--- src/rtl/hbridge_pwm_chan.sv ---
module hbridge_pwm_chan #(
  parameter int DW = 32
) (
  input  logic          clk,
  input  logic          rst_n,
  input  logic          reg_wr,
  input  logic [1:0]    reg_addr,
  input  logic [DW-1:0] reg_wdata,
  output logic [DW-1:0] reg_rdata,
  output logic          int_leg_a,
  output logic          int_leg_b,
  output logic          ext_leg_a,
  output logic          ext_leg_b
);
  localparam int B_RUN   = 0;
  localparam int B_IEN   = 16;
  localparam int B_XEN   = 17;
  localparam int B_ACT   = 18;
  localparam int B_DIR   = 21;
  localparam int B_SWAP  = 23;
  localparam int B_DWELL = 24;
  localparam int B_INVA  = 25;
  localparam int B_INVB  = 26;

  logic [DW-1:0] per_pend, on_pend, cfg, per_act, on_act, cnt;
  logic run, wrap, pwm;
  logic raw_a, raw_b, sw_a, sw_b, leg_a, leg_b;
  logic [1:0] act;

  assign run  = cfg[B_RUN];
  assign act  = cfg[B_ACT +: 2];
  assign wrap = !run || (per_act == '0) || (cnt == per_act - 1'b1);
  assign pwm  = run && (cnt < on_act);

  always_ff @(posedge clk) begin
    if (!rst_n) begin
      per_pend <= '0;
      on_pend  <= '0;
      cfg      <= '0;
      per_act  <= '0;
      on_act   <= '0;
      cnt      <= '0;
    end else begin
      if (reg_wr) begin
        case (reg_addr)
          2'd0: per_pend <= reg_wdata;
          2'd1: on_pend  <= reg_wdata;
          2'd2: cfg      <= reg_wdata;
          default: ;
        endcase
      end
      if (wrap) begin
        per_act <= per_pend;
        on_act  <= on_pend;
        cnt     <= '0;
      end else begin
        cnt <= cnt + 1'b1;
      end
    end
  end

  always_comb begin
    raw_a = 1'b0;
    raw_b = 1'b0;
    if (cfg[B_DIR]) begin
      raw_a = pwm;
      raw_b = !pwm;
    end else begin
      case (act)
        2'b01: begin
          raw_a = pwm ? 1'b1 : !cfg[B_DWELL];
          raw_b = pwm ? 1'b0 : !cfg[B_DWELL];
        end
        2'b10: begin
          raw_a = pwm ? 1'b0 : !cfg[B_DWELL];
          raw_b = pwm ? 1'b1 : !cfg[B_DWELL];
        end
        2'b11: begin
          raw_a = 1'b1;
          raw_b = 1'b1;
        end
        default: ;
      endcase
    end
  end

  assign sw_a  = cfg[B_SWAP] ? raw_b : raw_a;
  assign sw_b  = cfg[B_SWAP] ? raw_a : raw_b;
  assign leg_a = sw_a ^ cfg[B_INVA];
  assign leg_b = sw_b ^ cfg[B_INVB];

  assign int_leg_a = leg_a & cfg[B_IEN];
  assign int_leg_b = leg_b & cfg[B_IEN];
  assign ext_leg_a = leg_a & cfg[B_XEN];
  assign ext_leg_b = leg_b & cfg[B_XEN];

  always_comb begin
    case (reg_addr)
      2'd0:    reg_rdata = per_pend;
      2'd1:    reg_rdata = on_pend;
      2'd2:    reg_rdata = cfg;
      default: reg_rdata = {{(DW-3){1'b0}}, leg_b, leg_a, pwm};
    endcase
  end

  p_cnt_in_range_r3: assert property (@(posedge clk) disable iff (!rst_n)
    (per_act != '0) |-> (cnt < per_act));

  p_shadow_hold_r4: assert property (@(posedge clk) disable iff (!rst_n)
    !wrap |=> ($stable(per_act) && $stable(on_act)));

  p_brake_high_r5: assert property (@(posedge clk) disable iff (!rst_n)
    (!cfg[B_DIR] && act == 2'b11 && !cfg[B_INVA] && !cfg[B_INVB] && cfg[B_IEN])
      |-> (int_leg_a && int_leg_b));

  p_idle_dwell_r7: assert property (@(posedge clk) disable iff (!rst_n)
    (!run && !cfg[B_DIR] && act == 2'b01 && !cfg[B_DWELL] && !cfg[B_INVA]
      && !cfg[B_INVB] && cfg[B_IEN]) |-> (int_leg_a && int_leg_b));

  p_antiphase_r8: assert property (@(posedge clk) disable iff (!rst_n)
    (cfg[B_DIR] && !cfg[B_INVA] && !cfg[B_INVB] && cfg[B_IEN])
      |-> (int_leg_a != int_leg_b));
endmodule

--- config.mk ---
export PLATFORM = sky130hd
export DESIGN_NAME = hbridge_pwm_chan
export DESIGN_NICKNAME = d
export VERILOG_FILES = /design/src/rtl/hbridge_pwm_chan.sv
export SDC_FILE = /design/constraint.sdc
export NUM_CORES = 1
export LEC_CHECK = 0
export CAP_MARGIN = 20
export CORE_MARGIN = 4
export CORE_UTILIZATION = 54
export DETAILED_ROUTE_END_ITERATION = 8
export PLACE_DENSITY = 0.86
export RECOVER_POWER = 50
export REMOVE_ABC_BUFFERS = 1
export SKIP_LAST_GASP = 1
export SYNTH_ARGS = -nofsm -noshare
export SYNTH_HDL_FRONTEND = slang
export SYNTH_SLANG_ARGS = --single-unit
--- constraint.sdc ---
create_clock -name clk -period 3.45 [get_ports clk]
set_input_delay 0.8625 -clock clk [delete_from_list [all_inputs] [get_ports clk]]
set_output_delay 0.8625 -clock clk [all_outputs]
set_load 0.01 [all_outputs]
==> results of run 1 <==
==> final cells by class <==
class | instances | area [µm²] | area share, %
clock buffers | 20 | 467 | 3.71
well taps | 229 | 287 | 2.28
flip-flops and latches | 192 | 3870 | 30.8
inverters | 40 | 150 | 1.19
repair buffers | 163 | 1460 | 11.6
clock inverters | 12 | 155 | 1.23
multi-input cells | 936 | 6200 | 49.2
==> cells by family after synthesis <==
group                      synth area share (%)
and+or+nand+nor                            24.0
DFF                                        38.0
AOI/OAI and AO/OA                          12.8
buffers and inverters                      4.74
muxes                                      9.97
xor gates and xnor gates                   6.41
adders and majority gates                  4.08
==> routing by layer <==
metal / up-vias / track usage [%] / part of all wire [%]
li1: 4410 / - / -
met1: 4629 / 36.9 / 38
met2: 646 / 48.4 / 47
met5: - / 0 / 0
met3: 198 / 6.11 / 9.6
met4: 0 / 14.5 / 5.8
==> state kept, by name, indices dropped and copies added (netlist names) <==
name,cells
on_act,32
per_pend,32
on_pend,32
cfg,32
per_act,32
cnt,32
==> where the power goes <==
| group | total [W] | internal [W] | switching (W) |
|---|---|---|---|
| Sequential | 0.00232 | 0.00227 | 0.0000525 |
| Combinational | 0.000597 | 0.000264 | 0.000333 |
| Clock | 0.00210 | 0.00120 | 0.000897 |
| Total | 0.00502 | 0.00374 | 0.00128 |
==> synthesized netlist by cell type, types with 2 or more instances <==
master and n:
a21oi_1 19, nor3b_1 3, clkbuf_1 63, o211ai_1 3, nand2b_1 2, a41oi_1 3
nand3b_1 4, o21ai_0 36, xnor2_1 44, dfxtp_1 192, xor2_1 30, buf_1 4
mux2i_1 94, o2111ai_1 2, and3b_1 2, or4_1 4, and4_1 6, and3_1 42
nor2_1 23, a21boi_0 96, and2_1 9, nand4_1 6, nor2b_1 4, nor4_2 3
a311oi_1 3, inv_1 40, ha_1 33, a211oi_1 7, nand3_1 18, buf_2 2
nand2_1 379, nor4_1 4, nor4b_1 3, mux4_2 3, buf_6 6, or3_1 7
nor3_1 17, or4_4 2, o31ai_1 3, a31oi_1 6
==> worst max-delay path by stage <==
| stage | from | endpoint | slack, ns |
|---|---|---|---|
| CTS | on_act[2]$_SDFFE_PN0P_ | reg_rdata[1] | -0.71 |
| global route | on_act[9]$_SDFFE_PN0P_ | reg_rdata[1] | -1.13 |
| finish | on_act[9]$_SDFFE_PN0P_ | reg_rdata[1] | -1.08 |
| floorplan | per_act[7]$_SDFFE_PN0P_ | cnt[9]$_SDFF_PP0_ | -3.69 |
| global placement | on_act[2]$_SDFFE_PN0P_ | reg_rdata[2] | -0.88 |
| detailed placement | on_act[1]$_SDFFE_PN0P_ | reg_rdata[2] | -1.07 |
==> worst min-delay path: stages, from the launching register on <==
cell and delay (ns):
dfxtp_2 0.32, nand2_1 0.05, mux2i_1 0.05
==> metrics by stage <==
stage	TNS [ns]	cell area [µm²]	total power [W]	hold slack, ns
2_1_floorplan	-347.92	9780	0.00264	0.433
3_3_place_gp	-5.06	11500	0.00289	0.442
3_5_place_dp	-6.48	11500	0.00291	0.452
4_1_cts	-3.44	12500	0.00498	0.459
5_1_grt	-30.04	12600	0.00515	0.479
6_report	-15.21	12600	0.00502	0.461
==> what timing repair did <==
action	4_1_cts	5_1_grt
setup endpoints to repair	21	110
setup buffers	6	6
cloned	0	0
endpoints found under the hold margin	0	0
pin swaps	37	9
gates resized for setup	108	37
==> qor.txt, run 1 <==
Rows - 49
Least-Margin Pin Slew - 1.45 ns
Critical Path AT - 3.67 ns
Crit. End Element - primary output
Violated checks - setup timing
Crit Reg-Reg Startpoint - per_act[18]$_SDFFE_PN0P_
Final #Nets - 1420
YS warnings - 0
Fmax - 221 MHz
Worst path slowest cell - mux4_2
Yosys top cell area share - 38.0%
Dominant cell type by area after synthesis - dfxtp_1
Number of port buffers - 72
Outcome - finished with violations
Vias in the first global route - 9690
Placed cells - 1552
Routed vias/inst - 6.21
Critical path data required time - 2.59 ns
Core footprint - 18200 µm²
Asr flop ratio synth - 0%
Worst Setup Path Type - register to primary output
Worst-skew pair later-pin latency - 0.45 ns
Post-synth EDFFs - 0
Ant. Diodes - 0
GRT overflow - 0
1st-iter DRT viols - 1260
Post-route insts no fill - 1592
Pre-Repair DR Iteration Count - 6
Final setup fails - 103
# fillers - 1194
Min Clock Period, post-route - 4.53 ns
Final Cycle Share - 131%
Hold Startpoint - on_act[29]$_SDFFE_PN0P_
Area Growth Syn to Fin - 24.5%
Most common cell after layout, fill and taps aside - nand2_1
Fin util - 69.1%
Synth Instances - 1243
Worst r2r path cells - 10
DRC - 0
Flops & latches, synth - 192
Hold-fix buffers, CTS - 0
FF-to-FF End - cnt[12]$_SDFF_PP0_
Cts bufs inserted - 17
Main flop type after synthesis - dfxtp_1
Die Wd - 145 µm
Max-cap viol count - 0
Top-Level Pins - 73
TritonCTS clock tree - yes
Post-Place Worst Slack - -1.07 ns
Netlist Area Pre-Place - 10100 µm²
Most frequent cells in the layout - 376 x nand2_1, 169 x dfxtp_1, 96 x a21boi_0
CTS root buf - clkbuf_16
CP delay by family, top - compound AO/OA/AOI/OAI gates
Peak fanout along the critical path - 2
Hold WC Path Type - register to register
Hold Path Cell Cnt - 2
Setup WS post-layout - -1.08 ns
R2R Setup Slk - -0.08 ns
Hold Violations, Final - 0
Largest net degree at the start of global routing - 88
Pwr Density - 399 nW/µm²
DRT Wirelength - 32400 µm
Share of layout cells above drive strength 1 - 16.1%
Htree depth - 4
Global-route wire length before repair - 49100 µm
Mean Syn Cell Area - 8.13 µm²
CP Buf/Inv Count - 4
Hold EP - on_act[29]$_SDFFE_PN0P_
Initial Util - 55.5%
Initial antenna violation count - 0
Clock transition at path regs - 0.07 ns
Final Slew Violations - 0
Most used cell, CP - buf_4
Die H - 145 µm
Overall routing resource usage - 29.5%
Startpoint Class - register
Placed wire-length estimate - 19700 µm
Vias - 9883
CP Depth - 14
ANT nets after route - 0
Per-cell routed wire length - 20.3 µm
Seq/Total Area, Yosys - 38.0%
RePlAce Congestion - 0.966
Maximum clock path buffer count - 2
Synth top area cells - dfxtp_1 38%, nand2_1 14%, mux2i_1 9.3%
Slew HR - 3.23%
RSZ-0062 raised after global routing - yes
Post-synthesis cell type count - 56
Crit path cell chain - inv_1, ha_1, a21oi_1, o21ai_1, a21oi_2, o41ai_4, buf_4, a2111oi_4, a311oi_2, o211ai_1, xor2_1, buf_4, mux4_2, buf_6
Worst path max stage delay - 0.49 ns
Worst Clk Skew - 0.00805 ns
Die footprint - 21000 µm²
VDD IR-drop max - 0.355 mV
Leakage - 5.00 nW
Clk sinks - 192
(Power assumes the default switching activity.)
==> run 2, diff against run 1 <==
Settings changed: CORE_UTILIZATION 54 to 38, PLACE_DENSITY 0.86 to 0.67, TNS_END_PERCENT from default to 100.
==> qor.txt, run 2 (synthesis results as in run 1) <==
Setup TNS - -4.85 ns (was -15.21 ns)
Maximum clock path buffer count - 2 (unchanged)
GRT overflow - 0 (unchanged)
Htree depth - 4 (unchanged)
Area Growth Syn to Fin - 22.6% (was 24.5%)
Worst Setup Path Type - register to primary output (unchanged)
Startpoint Class - register (unchanged)
Fmax - 230 MHz (was 221 MHz)
Outcome - finished with violations (unchanged)
Top-Level Pins - 73 (unchanged)
Routed vias/inst - 5.23 (was 6.21)
Met1 usage - 25.7% (was 36.9%)
Share of layout cells above drive strength 1 - 12.7% (was 16.1%)
DRT Wirelength - 27100 µm (was 32400 µm)
Least-Margin Pin Slew - 1.14 ns (was 1.45 ns)
RSZ-0062 raised after global routing - yes (unchanged)
Die Wd - 171 µm (was 145 µm)
Hold-fix buffers, CTS - 0 (unchanged)
Slew HR - 24.3% (was 3.23%)
Critical Path AT - 3.49 ns (was 3.67 ns)
Clk sinks - 192 (unchanged)
Largest net degree at the start of global routing - 93 (was 88)
Global route hottest layer - met2 (unchanged)
Peak fanout along the critical path - 4 (was 2)
Most common cell after layout, fill and taps aside - nand2_1 (unchanged)
Vias in the first global route - 8464 (was 9690)
Final setup fails - 14 (was 103)
Initial Util - 38.7% (was 55.5%)
Most frequent cells in the layout - 378 x nand2_1, 184 x dfxtp_1, 96 x a21boi_0 (was 376 x nand2_1, 169 x dfxtp_1, 96 x a21boi_0)
Global-route wire length before repair - 44000 µm (was 49100 µm)
Fin util - 47.4% (was 69.1%)
Core footprint - 26100 µm² (was 18200 µm²)
Leakage - 4.68 nW (was 5.00 nW)
1st-iter DRT viols - 534 (was 1260)
Post-Place Worst Slack - -0.961 ns (was -1.07 ns)
Die H - 171 µm (was 145 µm)
Ant. Diodes - 0 (unchanged)
Pre-Repair DR Iteration Count - 5 (was 6)
Clock transition at path regs - 0.07 ns (about the same)
Worst Clk Skew - 0.00869 ns (was 0.00805 ns)
RePlAce Congestion - 0.881 (was 0.966)
Hold Violations, Final - 0 (unchanged)
Setup WS post-layout - -0.898 ns (was -1.08 ns)
Max-cap viol count - 0 (unchanged)
Pwr Density - 390 nW/µm² (was 399 nW/µm²)
ANT nets after route - 0 (unchanged)
Rows - 59 (was 49)
VDD IR-drop max - 0.353 mV (was 0.355 mV)
M3 GR Usage - 2.63% (was 6.11%)
Per-cell routed wire length - 16.1 µm (was 20.3 µm)
Critical path data required time - 2.59 ns (about the same)
Initial antenna violation count - 0 (unchanged)
Placed wire-length estimate - 18900 µm (was 19700 µm)
Min Clock Period, post-route - 4.35 ns (was 4.53 ns)
Vias - 8811 (was 9883)
Worst-skew pair later-pin latency - 0.43 ns (was 0.45 ns)
Met2 usage - 29.4% (was 48.4%)
Overall routing resource usage - 18.5% (was 29.5%)
DRC - 0 (unchanged)
CTS root buf - clkbuf_16 (unchanged)
Cts bufs inserted - 17 (unchanged)
Number of port buffers - 72 (unchanged)
Die footprint - 29300 µm² (was 21000 µm²)
Final Slew Violations - 0 (unchanged)
Crit. End Element - primary output (unchanged)
Violated checks - setup timing (unchanged)
Hold WC Path Type - register to register (unchanged)
Final Cycle Share - 126% (was 131%)
TritonCTS clock tree - yes (unchanged)
Final #Nets - 1410 (was 1420)
## run 2: cell count changes in the layout (fill, tap and decap cells not counted), moves of 5 or more
| cell | previous run | this run |
|---|---|---|
| dfxtp_1 | 169 | 184 |
| dlymetal6s2s_1 | 15 | 3 |
| ha_4 | 19 | 9 |
| a21oi_2 | 7 | 2 |
| clkbuf_1 | 5 | 15 |
| buf_4 | 78 | 67 |
| buf_6 | 4 | 9 |
| ha_1 | 14 | 24 |
| a21oi_1 | 12 | 17 |
| dfxtp_2 | 23 | 8 |
## run 2: path summary, 6_finish.rpt
| path | from | cells past startpoint | slack (ns) | end |
|---|---|---|---|---|
| max | on_act[28]$_SDFFE_PN0P_ | 13 | -0.90 | reg_rdata[1] |
| min | on_act[0]$_SDFFE_PN0P_ | 2 | 0.46 | on_act[0]$_SDFFE_PN0P_ |
| max reg2reg | per_act[0]$_SDFFE_PN0P_ | 13 | 0.24 | cnt[17]$_SDFF_PP0_ |
| min reg2reg | on_act[0]$_SDFFE_PN0P_ | 2 | 0.46 | on_act[0]$_SDFFE_PN0P_ |
## run 2: area by class of cell
class,count,area (µm²)
sequential,192,3850
tap,335,419
clock buffer,23,488
fill,2574,13700
clock inverter,7,76.3
inverter,40,150
timing repair buffer,153,1330
multi-input combinational,936,6080
## run 2: power breakdown
| group | internal, W | switching (W) | total [W] |
|---|---|---|---|
| logic | 0.000251 | 0.000317 | 0.000568 |
| registers | 0.00227 | 0.0000452 | 0.00231 |
| clock network | 0.00107 | 0.000877 | 0.00195 |
## run 2: worst max-delay path: stages, from the launching register on
cell,delay [ns]
dfxtp_2,0.34
inv_2,0.04
ha_4,0.25
and4_4,0.24
nand4_1,0.22
o2111ai_4,0.33
a21oi_2,0.07
buf_6,0.14
a311oi_2,0.25
o211ai_1,0.19
xor2_2,0.21
buf_4,0.16
mux4_2,0.47
buf_6,0.14
## run 2: per-layer routing
layer	routed length (µm)	vias to the layer above
met1	12900	4196
met3	1050	39
li1	-	4389
met4	681	0
met2	12500	187
met5	0	-
## run 2: what timing repair did
item                       4_1_cts  5_1_grt
hold endpoints to repair         0        0
resized for setup               74       37
pin swaps                       27        6
buffers inserted                 4        2
setup endpoints to repair       14       46
## run 2: metrics by stage
step / hold slack (ns) / std cells / area [µm²] / power [W]
6_report: 0.457 / 1686 / 12400 / 0.00483
5_1_grt: 0.475 / 1686 / 12400 / 0.00501
4_1_cts: 0.458 / 1685 / 12400 / 0.00486
3_5_place_dp: 0.448 / 1652 / 11600 / 0.00291
3_3_place_gp: 0.441 / 1652 / 11600 / 0.00290
2_1_floorplan: 0.433 / 1168 / 9780 / 0.00264
